## config.mk

```make
export PLATFORM = sky130hd
export DESIGN_NAME = spi_tgt
export DESIGN_NICKNAME = d
export VERILOG_FILES = /design/src/rtl/spi_tgt_pkg.sv /design/src/rtl/spi_tgt_sync.sv /design/src/rtl/spi_tgt_edge.sv /design/src/rtl/spi_tgt_shift.sv /design/src/rtl/spi_tgt_buf.sv /design/src/rtl/spi_tgt.sv
export SDC_FILE = /design/constraint.sdc
export NUM_CORES = 1
export LEC_CHECK = 0
export ABC_AREA = 1
export BUFFER_PORTS_ARGS = -buffer_cell sky130_fd_sc_hd__buf_4
export CAP_MARGIN = 20
export CORE_UTILIZATION = 46
export CTS_BUF_LIST = sky130_fd_sc_hd__clkbuf_8 sky130_fd_sc_hd__clkbuf_16
export DETAILED_ROUTE_END_ITERATION = 10
export GPL_TIMING_DRIVEN = 0
export PLACE_DENSITY = 0.72
export SLEW_MARGIN = 20
export SYNTH_ARGS = -nofsm -noshare
export SYNTH_HDL_FRONTEND = slang
export SYNTH_HIERARCHICAL = 1
export SYNTH_SLANG_ARGS = --single-unit
```

## constraint.sdc

```tcl
create_clock -name clk_i -period 1.9 [get_ports clk_i]
set_input_delay 0.285 -clock clk_i [delete_from_list [all_inputs] [get_ports clk_i]]
set_output_delay 0.285 -clock clk_i [all_outputs]
set_load 0.02 [all_outputs]
```

## src/rtl/spi_tgt_pkg.sv

```systemverilog
`timescale 1ns/1ps
package spi_tgt_pkg;
  typedef struct packed {
    logic cpol;
    logic cpha;
    logic wide;
    logic lsb_first;
  } spi_cfg_t;
endpackage

```

## src/rtl/spi_tgt_sync.sv

```systemverilog
`timescale 1ns/1ps
module spi_tgt_sync #(
  parameter int              W       = 3,
  parameter int              STAGES  = 2,
  parameter logic [W-1:0]    RST_VAL = '0
) (
  input  logic         clk_i,
  input  logic         rst_ni,
  input  logic [W-1:0] d_i,
  output logic [W-1:0] q_o
);
  logic [STAGES-1:0][W-1:0] stg_q;

  always_ff @(posedge clk_i or negedge rst_ni) begin
    if (!rst_ni) begin
      for (int s = 0; s < STAGES; s++) stg_q[s] <= RST_VAL;
    end else begin
      stg_q[0] <= d_i;
      for (int s = 1; s < STAGES; s++) stg_q[s] <= stg_q[s-1];
    end
  end

  assign q_o = stg_q[STAGES-1];
endmodule

```

## src/rtl/spi_tgt_edge.sv

```systemverilog
`timescale 1ns/1ps
module spi_tgt_edge
  import spi_tgt_pkg::*;
(
  input  logic     clk_i,
  input  logic     rst_ni,
  input  logic     sck_s_i,
  input  spi_cfg_t cfg_i,
  output logic     sample_o,
  output logic     launch_o
);
  logic sck_q;
  logic toggled, lead, trail;

  always_ff @(posedge clk_i or negedge rst_ni) begin
    if (!rst_ni) sck_q <= 1'b0;
    else         sck_q <= sck_s_i;
  end

  assign toggled  = sck_s_i ^ sck_q;
  assign lead     = toggled & (sck_s_i != cfg_i.cpol);
  assign trail    = toggled & (sck_s_i == cfg_i.cpol);
  assign sample_o = cfg_i.cpha ? trail : lead;
  assign launch_o = cfg_i.cpha ? lead  : trail;
endmodule

```

## src/rtl/spi_tgt_shift.sv

```systemverilog
`timescale 1ns/1ps
module spi_tgt_shift
  import spi_tgt_pkg::*;
#(
  parameter int DW = 16,
  parameter int NW = 8
) (
  input  logic          clk_i,
  input  logic          rst_ni,
  input  spi_cfg_t      cfg_i,
  input  logic          sel_i,
  input  logic          sample_i,
  input  logic          launch_i,
  input  logic          sdi_i,
  input  logic [DW-1:0] tx_word_i,
  output logic          load_o,
  output logic          done_o,
  output logic [DW-1:0] rx_word_o,
  output logic          sdo_o
);
  localparam int CW = $clog2(DW);

  logic          sel_q, first_q, miso_q;
  logic [CW-1:0] cnt_q, last_idx;
  logic [DW-1:0] tx_sh_q, tx_aligned, rx_full;
  logic [DW-2:0] rx_sh_q;
  logic          start;

  assign last_idx = cfg_i.wide ? CW'(DW-1) : CW'(NW-1);
  assign start    = sel_i & ~sel_q;
  assign done_o   = sel_i & ~start & sample_i & (cnt_q == last_idx);
  assign load_o   = sel_i & (start ? ~cfg_i.cpha : (launch_i & first_q));
  assign rx_full  = {rx_sh_q, sdi_i};
  assign sdo_o    = miso_q;

  // outgoing word aligned so that bit DW-1 leaves first
  always_comb begin
    tx_aligned = '0;
    for (int i = 0; i < DW; i++) begin
      if (cfg_i.wide)
        tx_aligned[DW-1-i] = cfg_i.lsb_first ? tx_word_i[i] : tx_word_i[DW-1-i];
      else if (i < NW)
        tx_aligned[DW-1-i] = cfg_i.lsb_first ? tx_word_i[i] : tx_word_i[NW-1-i];
    end
  end

  // newest bit sits at rx_full[0]
  always_comb begin
    rx_word_o = '0;
    for (int i = 0; i < DW; i++) begin
      if (cfg_i.wide)
        rx_word_o[i] = cfg_i.lsb_first ? rx_full[DW-1-i] : rx_full[i];
      else if (i < NW)
        rx_word_o[i] = cfg_i.lsb_first ? rx_full[NW-1-i] : rx_full[i];
    end
  end

  always_ff @(posedge clk_i or negedge rst_ni) begin
    if (!rst_ni) begin
      sel_q   <= 1'b0;
      first_q <= 1'b1;
      cnt_q   <= '0;
      rx_sh_q <= '0;
      tx_sh_q <= '0;
      miso_q  <= 1'b0;
    end else begin
      sel_q <= sel_i;
      if (!sel_i || start) begin
        cnt_q   <= '0;
        first_q <= 1'b1;
      end else if (sample_i) begin
        rx_sh_q <= rx_full[DW-2:0];
        if (done_o) begin
          cnt_q   <= '0;
          first_q <= 1'b1;
        end else begin
          cnt_q <= cnt_q + CW'(1);
        end
      end
      if (load_o) begin
        miso_q  <= tx_aligned[DW-1];
        tx_sh_q <= tx_aligned << 1;
        first_q <= 1'b0;
      end else if (sel_i && !start && launch_i) begin
        miso_q  <= tx_sh_q[DW-1];
        tx_sh_q <= tx_sh_q << 1;
      end
    end
  end

  AST_CNT_BOUND: assert property (@(posedge clk_i) disable iff (!rst_ni)
    sel_i && sel_q |-> cnt_q <= last_idx);
  AST_DESEL_RESTART: assert property (@(posedge clk_i) disable iff (!rst_ni)
    !sel_i |=> cnt_q == '0 && first_q);
  AST_MISO_HOLD: assert property (@(posedge clk_i) disable iff (!rst_ni)
    !launch_i && !start |=> $stable(sdo_o));
  AST_DONE_REARM: assert property (@(posedge clk_i) disable iff (!rst_ni)
    done_o |=> first_q);
endmodule

```

## src/rtl/spi_tgt_buf.sv

```systemverilog
`timescale 1ns/1ps
module spi_tgt_buf #(
  parameter int DW = 16
) (
  input  logic          clk_i,
  input  logic          rst_ni,
  input  logic          wr_en_i,
  input  logic [DW-1:0] wr_data_i,
  input  logic          rd_en_i,
  input  logic          load_i,
  input  logic          done_i,
  input  logic [DW-1:0] rx_word_i,
  output logic [DW-1:0] tx_word_o,
  output logic [DW-1:0] rd_data_o,
  output logic          txe_o,
  output logic          rxne_o,
  output logic          ovr_o
);
  always_ff @(posedge clk_i or negedge rst_ni) begin
    if (!rst_ni) begin
      tx_word_o <= '0;
      rd_data_o <= '0;
      txe_o     <= 1'b1;
      rxne_o    <= 1'b0;
      ovr_o     <= 1'b0;
    end else begin
      // a host write in the load cycle wins; the shifter took the old word
      if (wr_en_i) begin
        tx_word_o <= wr_data_i;
        txe_o     <= 1'b0;
      end else if (load_i) begin
        txe_o <= 1'b1;
      end
      if (rd_en_i) ovr_o <= 1'b0;
      if (done_i) begin
        if (rxne_o && !rd_en_i) begin
          ovr_o <= 1'b1;
        end else begin
          rd_data_o <= rx_word_i;
          rxne_o    <= 1'b1;
        end
      end else if (rd_en_i) begin
        rxne_o <= 1'b0;
      end
    end
  end

  AST_TXE_ON_WRITE: assert property (@(posedge clk_i) disable iff (!rst_ni)
    wr_en_i |=> !txe_o);
  AST_RXNE_ON_DONE: assert property (@(posedge clk_i) disable iff (!rst_ni)
    done_i |=> rxne_o);
  AST_RD_CLEARS: assert property (@(posedge clk_i) disable iff (!rst_ni)
    rd_en_i && !done_i |=> !rxne_o && !ovr_o);
  AST_OVR_KEEPS_OLD: assert property (@(posedge clk_i) disable iff (!rst_ni)
    done_i && rxne_o && !rd_en_i |=> ovr_o && $stable(rd_data_o));
  AST_OVR_WITH_RXNE: assert property (@(posedge clk_i) disable iff (!rst_ni)
    ovr_o |-> rxne_o);
endmodule

```

## src/rtl/spi_tgt.sv

```systemverilog
`timescale 1ns/1ps
module spi_tgt
  import spi_tgt_pkg::*;
#(
  parameter int DW          = 16,
  parameter int NW          = 8,
  parameter int SYNC_STAGES = 2
) (
  input  logic          clk_i,
  input  logic          rst_ni,
  input  logic          cpol_i,
  input  logic          cpha_i,
  input  logic          wide_i,
  input  logic          lsb_first_i,
  input  logic          sw_sel_en_i,
  input  logic          sw_sel_ni,
  input  logic          sck_i,
  input  logic          cs_ni,
  input  logic          sdi_i,
  output logic          sdo_o,
  output logic          sdo_oe_o,
  input  logic          wr_en_i,
  input  logic [DW-1:0] wr_data_i,
  input  logic          rd_en_i,
  output logic [DW-1:0] rd_data_o,
  output logic          txe_o,
  output logic          rxne_o,
  output logic          ovr_o
);
  spi_cfg_t      cfg;
  logic          sck_s, cs_s, sdi_s, sel;
  logic          sample, launch, load, done;
  logic [DW-1:0] tx_word, rx_word;

  assign cfg = '{cpol: cpol_i, cpha: cpha_i, wide: wide_i, lsb_first: lsb_first_i};

  spi_tgt_sync #(.W(3), .STAGES(SYNC_STAGES), .RST_VAL(3'b010)) u_sync (
    .clk_i, .rst_ni,
    .d_i ({sck_i, cs_ni, sdi_i}),
    .q_o ({sck_s, cs_s, sdi_s})
  );

  assign sel      = sw_sel_en_i ? ~sw_sel_ni : ~cs_s;
  assign sdo_oe_o = sel;

  spi_tgt_edge u_edge (
    .clk_i, .rst_ni,
    .sck_s_i  (sck_s),
    .cfg_i    (cfg),
    .sample_o (sample),
    .launch_o (launch)
  );

  spi_tgt_shift #(.DW(DW), .NW(NW)) u_shift (
    .clk_i, .rst_ni,
    .cfg_i     (cfg),
    .sel_i     (sel),
    .sample_i  (sample),
    .launch_i  (launch),
    .sdi_i     (sdi_s),
    .tx_word_i (tx_word),
    .load_o    (load),
    .done_o    (done),
    .rx_word_o (rx_word),
    .sdo_o     (sdo_o)
  );

  spi_tgt_buf #(.DW(DW)) u_buf (
    .clk_i, .rst_ni,
    .wr_en_i, .wr_data_i, .rd_en_i,
    .load_i    (load),
    .done_i    (done),
    .rx_word_i (rx_word),
    .tx_word_o (tx_word),
    .rd_data_o,
    .txe_o, .rxne_o, .ovr_o
  );

  AST_SW_PIN_IGNORED: assert property (@(posedge clk_i) disable iff (!rst_ni)
    sw_sel_en_i && sw_sel_ni |=> !rxne_o || $stable(rd_data_o));
endmodule

```

==> flow_summary.toml, run 1 <==
[die]
initial_core_util_pct = 47.8
dieArea_um2 = 8960
ios = 50
coreArea_um2 = 8260
fp.dieW_um = 94.7
rows = 33
die_y_um = 94.7

[critical_path]
critPathKind = "flop to flop"
endpoint_kind = "flop"
cp.arrival_ns = 2.07
critPathRequiredTime_ns = 2.15
critPathLaunchType = "flop"
cp_max_fo = 7

[clock_network]
cts_sinks = 79
root_buffer = "clkbuf_8"
htree_levels = 3
path_clk_slew_ns = 0.09
cts_tree = "yes"
cts.path.max_buffers = 2
clock_latency_ns = 0.36
numCtsBuffers = 9

[routing]
antenna_left = 0
viasPerCell = 5.23
vias = 3620
totalWireLength_mm = 9.16
drc = 0
wl_per_cell_um = 13.2
drt_iter0_markers = 214
drtPass1Iterations = 6

[hold_path]
hp-class = "primary input to flop"

[placement]
place_worst_setup_slack_ns = -0.226
hpwl_mm = 6.32
portBuffers = 48
globalplace.congestion = 0.859

[logic_synthesis]
ys_ff_latch = 79
synth_top_area_share_pct = 47.5
syn_area_um2 = 3950
synth_cells = 514
synth_cell_types = 24
ys.flop_type = "dfrtp_1"
synth_nets = 544
yosys-top-cells-area = "dfrtp_1 (47%), nand2_1 (16%), nand3_1 (9.5%)"
yosysMostFrequentCell = "nand2_1"
synth_top_cell_by_area = "dfrtp_1"
avgSynthCellArea_um2 = 7.69
ys.warnings.count = 6
synth-edff-count = 0
ys_seq_area_share_pct = 50.2
async_flop_share_pct = 100
netlist_top_cells_count = "nand2_1 (167), dfrtp_1 (75), nand3_1 (75)"

[grt]
globalRouteMet1Util_pct = 30.6
grtUsageMet3_pct = 4.75
use_met2_pct = 33.0
grt_use_total_pct = 21.9
grt_max_degree = 80
antenna_found_initial = 0
busiest_layer = "met2"
grt_pass1_wl_mm = 15.0
grt_pass1_vias = 3248
grt_overflow = 0

[power]
peakVddDrop_mv = 0.651
seqPwrFrac_pct = 51.0
total_power_mw = 4.14
p_switching_mw = 1.30
internal-power_mw = 2.83
power.density_nw_per_um2 = 856
p_leak_nw = 2.61
netSwitchingFraction_pct = 31.5
clockPowerShare_pct = 30.3
p_comb_share_pct = 18.7

[cells_and_area]
fillCellCount = 769
antenna_cells = 0
nets = 612
drive_gt1_share_pct = 20.8
multi_input_area_um2 = 1620
regArea_um2 = 1980
synthToLayoutAreaGrowth_pct = 22.3

[outcome]
status = "completed"

[timing]
worst_slack_ns = 0.0771
setup_tns_ns = 0
drv_slew = 0
slew_headroom_pct = 36.1
max_freq_mhz = 549
fin_crit_sh_pct = 95.9
setup_viol = 0
finalHoldViolCount = 0
tightest_slew_ns = 0.959
skew_ns = 0.0101
finalCriticalPeriod_ns = 1.82

[flow_run]
drv_cap = 0
## path summary, 6_finish.rpt
path / start / to / slack [ns] / cells past startpoint
setup / recovery: u_sync/q_o[2] / u_buf/rd_data_o[6] / 0.08 / 15
hold / removal: cs_ni / u_sync/stg_q[1] / 0.04 / 1
setup reg to reg: u_sync/q_o[2] / u_buf/rd_data_o[6] / 0.08 / 15
hold reg to reg: u_sync/stg_q[2] / u_sync/q_o[2] / 0.35 / 0
max in group asynchronous: rst_ni / u_sync/q_o[2] / 1.17 / 1
min in group asynchronous: rst_ni / u_buf/rd_data_o[9] / 0.08 / 1
## power by group through the flow
stage	registers, mW	logic (mW)	clock network (mW)
global route	2.15	0.883	1.35
finish	2.11	0.773	1.25
floorplan	2.10	0.505	0
CTS	2.10	0.756	1.28
global placement	2.13	0.719	0
detailed placement	2.13	0.743	0
## worst max-delay path, stage by stage, from the launching register on
cell       delay (ns)
dfrtp_2          0.45
inv_4            0.07
nand2_2          0.06
nand2_4          0.08
nand3_2          0.08
nand2_2          0.09
inv_2            0.05
nor2_4           0.09
buf_6            0.11
nand4_4          0.08
inv_2            0.09
buf_8            0.14
nand2_8          0.07
clkbuf_16        0.15
nand2_1          0.05
nand2_1          0.05
## flip-flops by register name (all words and copies together), names as in the netlist
signal	flops
u_buf/rxne_o	1
u_sync/q_o	3
u_buf/tx_word_o	16
u_shift/cnt_q	4
u_sync/stg_q	3
u_shift/sdo_o	1
u_edge/sck_q	1
u_buf/ovr_o	1
u_shift/tx_sh_q	15
u_buf/rd_data_o	16
u_buf/txe_o	1
u_shift/sel_q	1
u_shift/rx_sh_q	15
u_shift/first_q	1
## cell usage in the layout, fill, tap and decap left out, types with 3 or more instances in the layout
cell	count
buf_6	3
inv_1	64
clkinvlp_4	3
dfrtp_1	74
a21oi_1	5
nand3_1	71
nand2_2	5
nand2_4	5
o221ai_1	7
nand2_1	163
nor2_1	26
clkbuf_1	3
o21ai_0	49
buf_4	60
buf_2	10
dfstp_2	4
nand3_2	3
clkbuf_8	9
## per-stage QoR
step	cells	instance area, µm²	utilization, %	hold slack [ns]
after global routing	692	4830	58.5	0.0138
after floorplan	514	3950	-	-0.0106
final	692	4830	58.5	0.0394
after global placement	667	4450	53.8	0.335
after CTS	687	4680	56.7	0.0208
after detailed placement	667	4450	53.8	0.339
## layer usage
layer	wire length, µm	up-vias
met4	153	0
met1	4200	1685
met5	0	-
met3	668	17
li1	-	1764
met2	4130	154
## logic make-up (layout without fill, tap and decap cells)
logic type | after synthesis | after routing | share of synthesized area (%)
AND/OR/NAND/NOR | 278 | 279 | 30.2
buffers and inverters | 94 | 166 | 10.7
flip-flops | 79 | 79 | 50.2
AO/OA/AOI/OAI | 62 | 62 | 8.61
adder cells (fa/ha/maj) | 1 | 1 | 0.317
## timing repair
action	in CTS	in global routing
hold buffers	0	0
pin swaps	1	3
endpoints found under the setup margin	18	40
resized for setup	5	18
cloned	0	2
setup buffers	4	4
## area by class of cell
class                   instances  share of cell area, %
flip-flops and latches         79                   41.0
multi-input cells             342                   33.6
repair buffers                 57                   9.48
inverters                      66                   5.18
plain buffers                  27                   3.88
well taps                     105                   2.72
clock buffers                   9                   2.56
clock inverters                 7                   1.53
No activity file was read; power rests on OpenSTA's default activity.
==> run 2, diff against run 1 <==
--- a/config.mk
+++ b/config.mk
@@ -9,7 +9,7 @@
 export BUFFER_PORTS_ARGS = -buffer_cell sky130_fd_sc_hd__buf_4
 export CAP_MARGIN = 20
 export CORE_UTILIZATION = 46
-export CTS_BUF_LIST = sky130_fd_sc_hd__clkbuf_8 sky130_fd_sc_hd__clkbuf_16
+export CTS_BUF_LIST = sky130_fd_sc_hd__clkbuf_16
 export DETAILED_ROUTE_END_ITERATION = 10
 export GPL_TIMING_DRIVEN = 0
 export PLACE_DENSITY = 0.72
==> run 2 against run 1 <==
Sequential share of layout area decreased by 0.52 points. Setup slack better by 0.029 ns. Non-clock buffer count decreased by 1. Clock-buffer cell count did not move. Global-route usage barely moved. Maximum frequency is 1.6% higher. Die area did not move. Register-to-register slack improved by 0.03 ns. Via count down 0.14%. Flip-flop and latch count stayed put. Clock power is 36% higher. Largest cell class unchanged. Largest power group unchanged. Highest routed layer unchanged.
==> flow_summary.toml, run 2 (same netlist as run 1, synthesis figures left out) <==
[power]
p_leak_nw = 2.64
internal-power_mw = 3.25
p_switching_mw = 1.34
peakVddDrop_mv = 0.640
power.density_nw_per_um2 = 937
p_comb_share_pct = 16.8
seqPwrFrac_pct = 46.2
clockPowerShare_pct = 37.1
netSwitchingFraction_pct = 29.2

[timing]
setup_viol = 0
fin_crit_sh_pct = 94.4
skew_ns = 0.00954
max_freq_mhz = 558
tightest_slew_ns = 0.968
finalHoldViolCount = 0
holdWs_ns = 0.0613
finalCriticalPeriod_ns = 1.79
drv_slew = 0
slew_headroom_pct = 35.5

[critical_path]
critPathLaunchType = "flop"
endpoint_kind = "flop"
critical-path-top-delay-family = "simple AND/OR/NAND/NOR gates"
cp.arrival_ns = 2.02
cpMaxStageDelayCell = "dfrtp_2"
ff2ff_setup_slack_ns = 0.11
cp_max_fo = 9
cp.buffers_inverters = 6
critPathKind = "flop to flop"
max_stage_delay_ns = 0.44
critPathRequiredTime_ns = 2.12
cp_cell_sequence = "inv_4 -> nand2_2 -> nand2_4 -> nand3_2 -> nand2_2 -> inv_2 -> nor2_4 -> buf_6 -> nand4_4 -> inv_2 -> buf_6 -> nand2_8 -> clkbuf_16 -> nand2_1 -> nand2_1"

[clock_network]
htree_levels = 3
cts_sinks = 79
root_buffer = "clkbuf_16"
clock_latency_ns = 0.33
cts_tree = "yes"
cts.path.max_buffers = 2
path_clk_slew_ns = 0.06
numCtsBuffers = 9

[routing]
drtPass1Iterations = 5
wl_per_cell_um = 13.1
vias = 3615
totalWireLength_mm = 9.06
viasPerCell = 5.24
drc = 0
antenna_left = 0
drt_iter0_markers = 190

[outcome]
status = "completed"

[placement]
portBuffers = 48
globalplace.congestion = 0.859
hpwl_mm = 6.32

[grt]
grt_use_total_pct = 21.9
grt_overflow = 0
grt_pass1_vias = 3234
antenna_found_initial = 0
grt_pass1_wl_mm = 15.0
grt_max_degree = 80

[cells_and_area]
antenna_cells = 0
post-route-util_pct = 59.3
nets = 610
biggestRegsByFlops = "u_buf/rd_data_o (16), u_buf/tx_word_o (16)"
fillCellCount = 758
final_cell_mix = "nand2_1 (163), dfrtp_1 (74), nand3_1 (71)"
synthToLayoutAreaGrowth_pct = 23.9
drive_gt1_share_pct = 20.5
final_common_cell = "nand2_1"
regArea_um2 = 1980
multi_input_area_um2 = 1610

[die]
initial_core_util_pct = 47.8
ios = 50
rows = 33
coreArea_um2 = 8260
die_y_um = 94.7
fp.dieW_um = 94.7
dieArea_um2 = 8960

[flow_run]
drv_cap = 0

[hold_path]
hp-class = "primary input to flop"
==> run 2: cell types whose count changed in the layout (fill, tap and decap cells not counted) <==
cell,before,now
nand2_4,5,4
clkbuf_16,1,10
buf_8,2,1
buf_12,1,0
clkbuf_8,9,0
buf_4,60,61
==> run 2: power by group through the flow <==
stage	Combinational [mW]	Clock (mW)	Sequential, mW
after floorplan	0.505	0	2.10
after detailed placement	0.743	0	2.13
after CTS	0.753	1.74	2.11
after global routing	0.880	1.82	2.15
final	0.769	1.70	2.12
after global placement	0.719	0	2.13
==> run 2: area by class of cell <==
type                            count  share of cell area [%]
Buffer                             27                    3.68
Clock buffer                        9                    4.60
Clock inverter                      7                    1.51
Inverter                           66                    5.11
Multi-Input combinational cell    341                    32.9
Sequential cell                    79                    40.5
Tap cell                          105                    2.68
Timing Repair Buffer               56                    8.95
==> run 2: path summary, 6_finish.rpt <==
check / startpoint / to / depth (start not counted)
max in group asynchronous: rst_ni / u_sync/q_o[2] / 1
hold reg to reg: u_sync/stg_q[2] / u_sync/q_o[2] / 0
hold / removal: cs_ni / u_sync/stg_q[1] / 1
setup / recovery: u_sync/q_o[2] / u_buf/rd_data_o[6] / 15
setup reg to reg: u_sync/q_o[2] / u_buf/rd_data_o[6] / 15
min in group asynchronous: rst_ni / u_buf/rd_data_o[9] / 1
==> run 2: layer usage <==
| metal | GRT usage (%) | vias up | wire (µm) |
|---|---|---|---|
| met4 | 7.95 | 0 | 145 |
| met5 | 0 | - | 0 |
| met3 | 5.56 | 13 | 597 |
| met1 | 31.0 | 1702 | 4230 |
| met2 | 32.4 | 139 | 4090 |
| li1 | - | 1761 | - |
==> run 2: repair_timing <==
item,CTS,global route
pin swaps,1,2
endpoints found under the setup margin,18,37
resized for setup,5,16
hold buffers,0,0
cloned,0,1
setup buffers,4,3
==> run 2: through the flow <==
step	setup TNS (ns)	instance area, µm²	setup WS, ns	instances	power [mW]
final	0	4890	0.107	690	4.59
after global routing	-0.0104	4890	-0.0104	690	4.85
after CTS	0	4790	0.0198	687	4.60
after detailed placement	-2.85	4450	-0.226	667	2.88
after global placement	-2.59	4450	-0.210	667	2.85
after floorplan	0	3950	0.0166	514	2.60
==> run 2: worst reg2reg max path: stages, from the launching register on <==
cell       delay, ns
dfrtp_2         0.44
inv_4           0.07
nand2_2         0.06
nand2_4         0.08
nand3_2         0.08
nand2_2         0.09
inv_2           0.05
nor2_4          0.09
buf_6           0.11
nand4_4         0.08
inv_2           0.08
buf_6           0.12
nand2_8         0.08
clkbuf_16       0.16
nand2_1         0.05
nand2_1         0.05
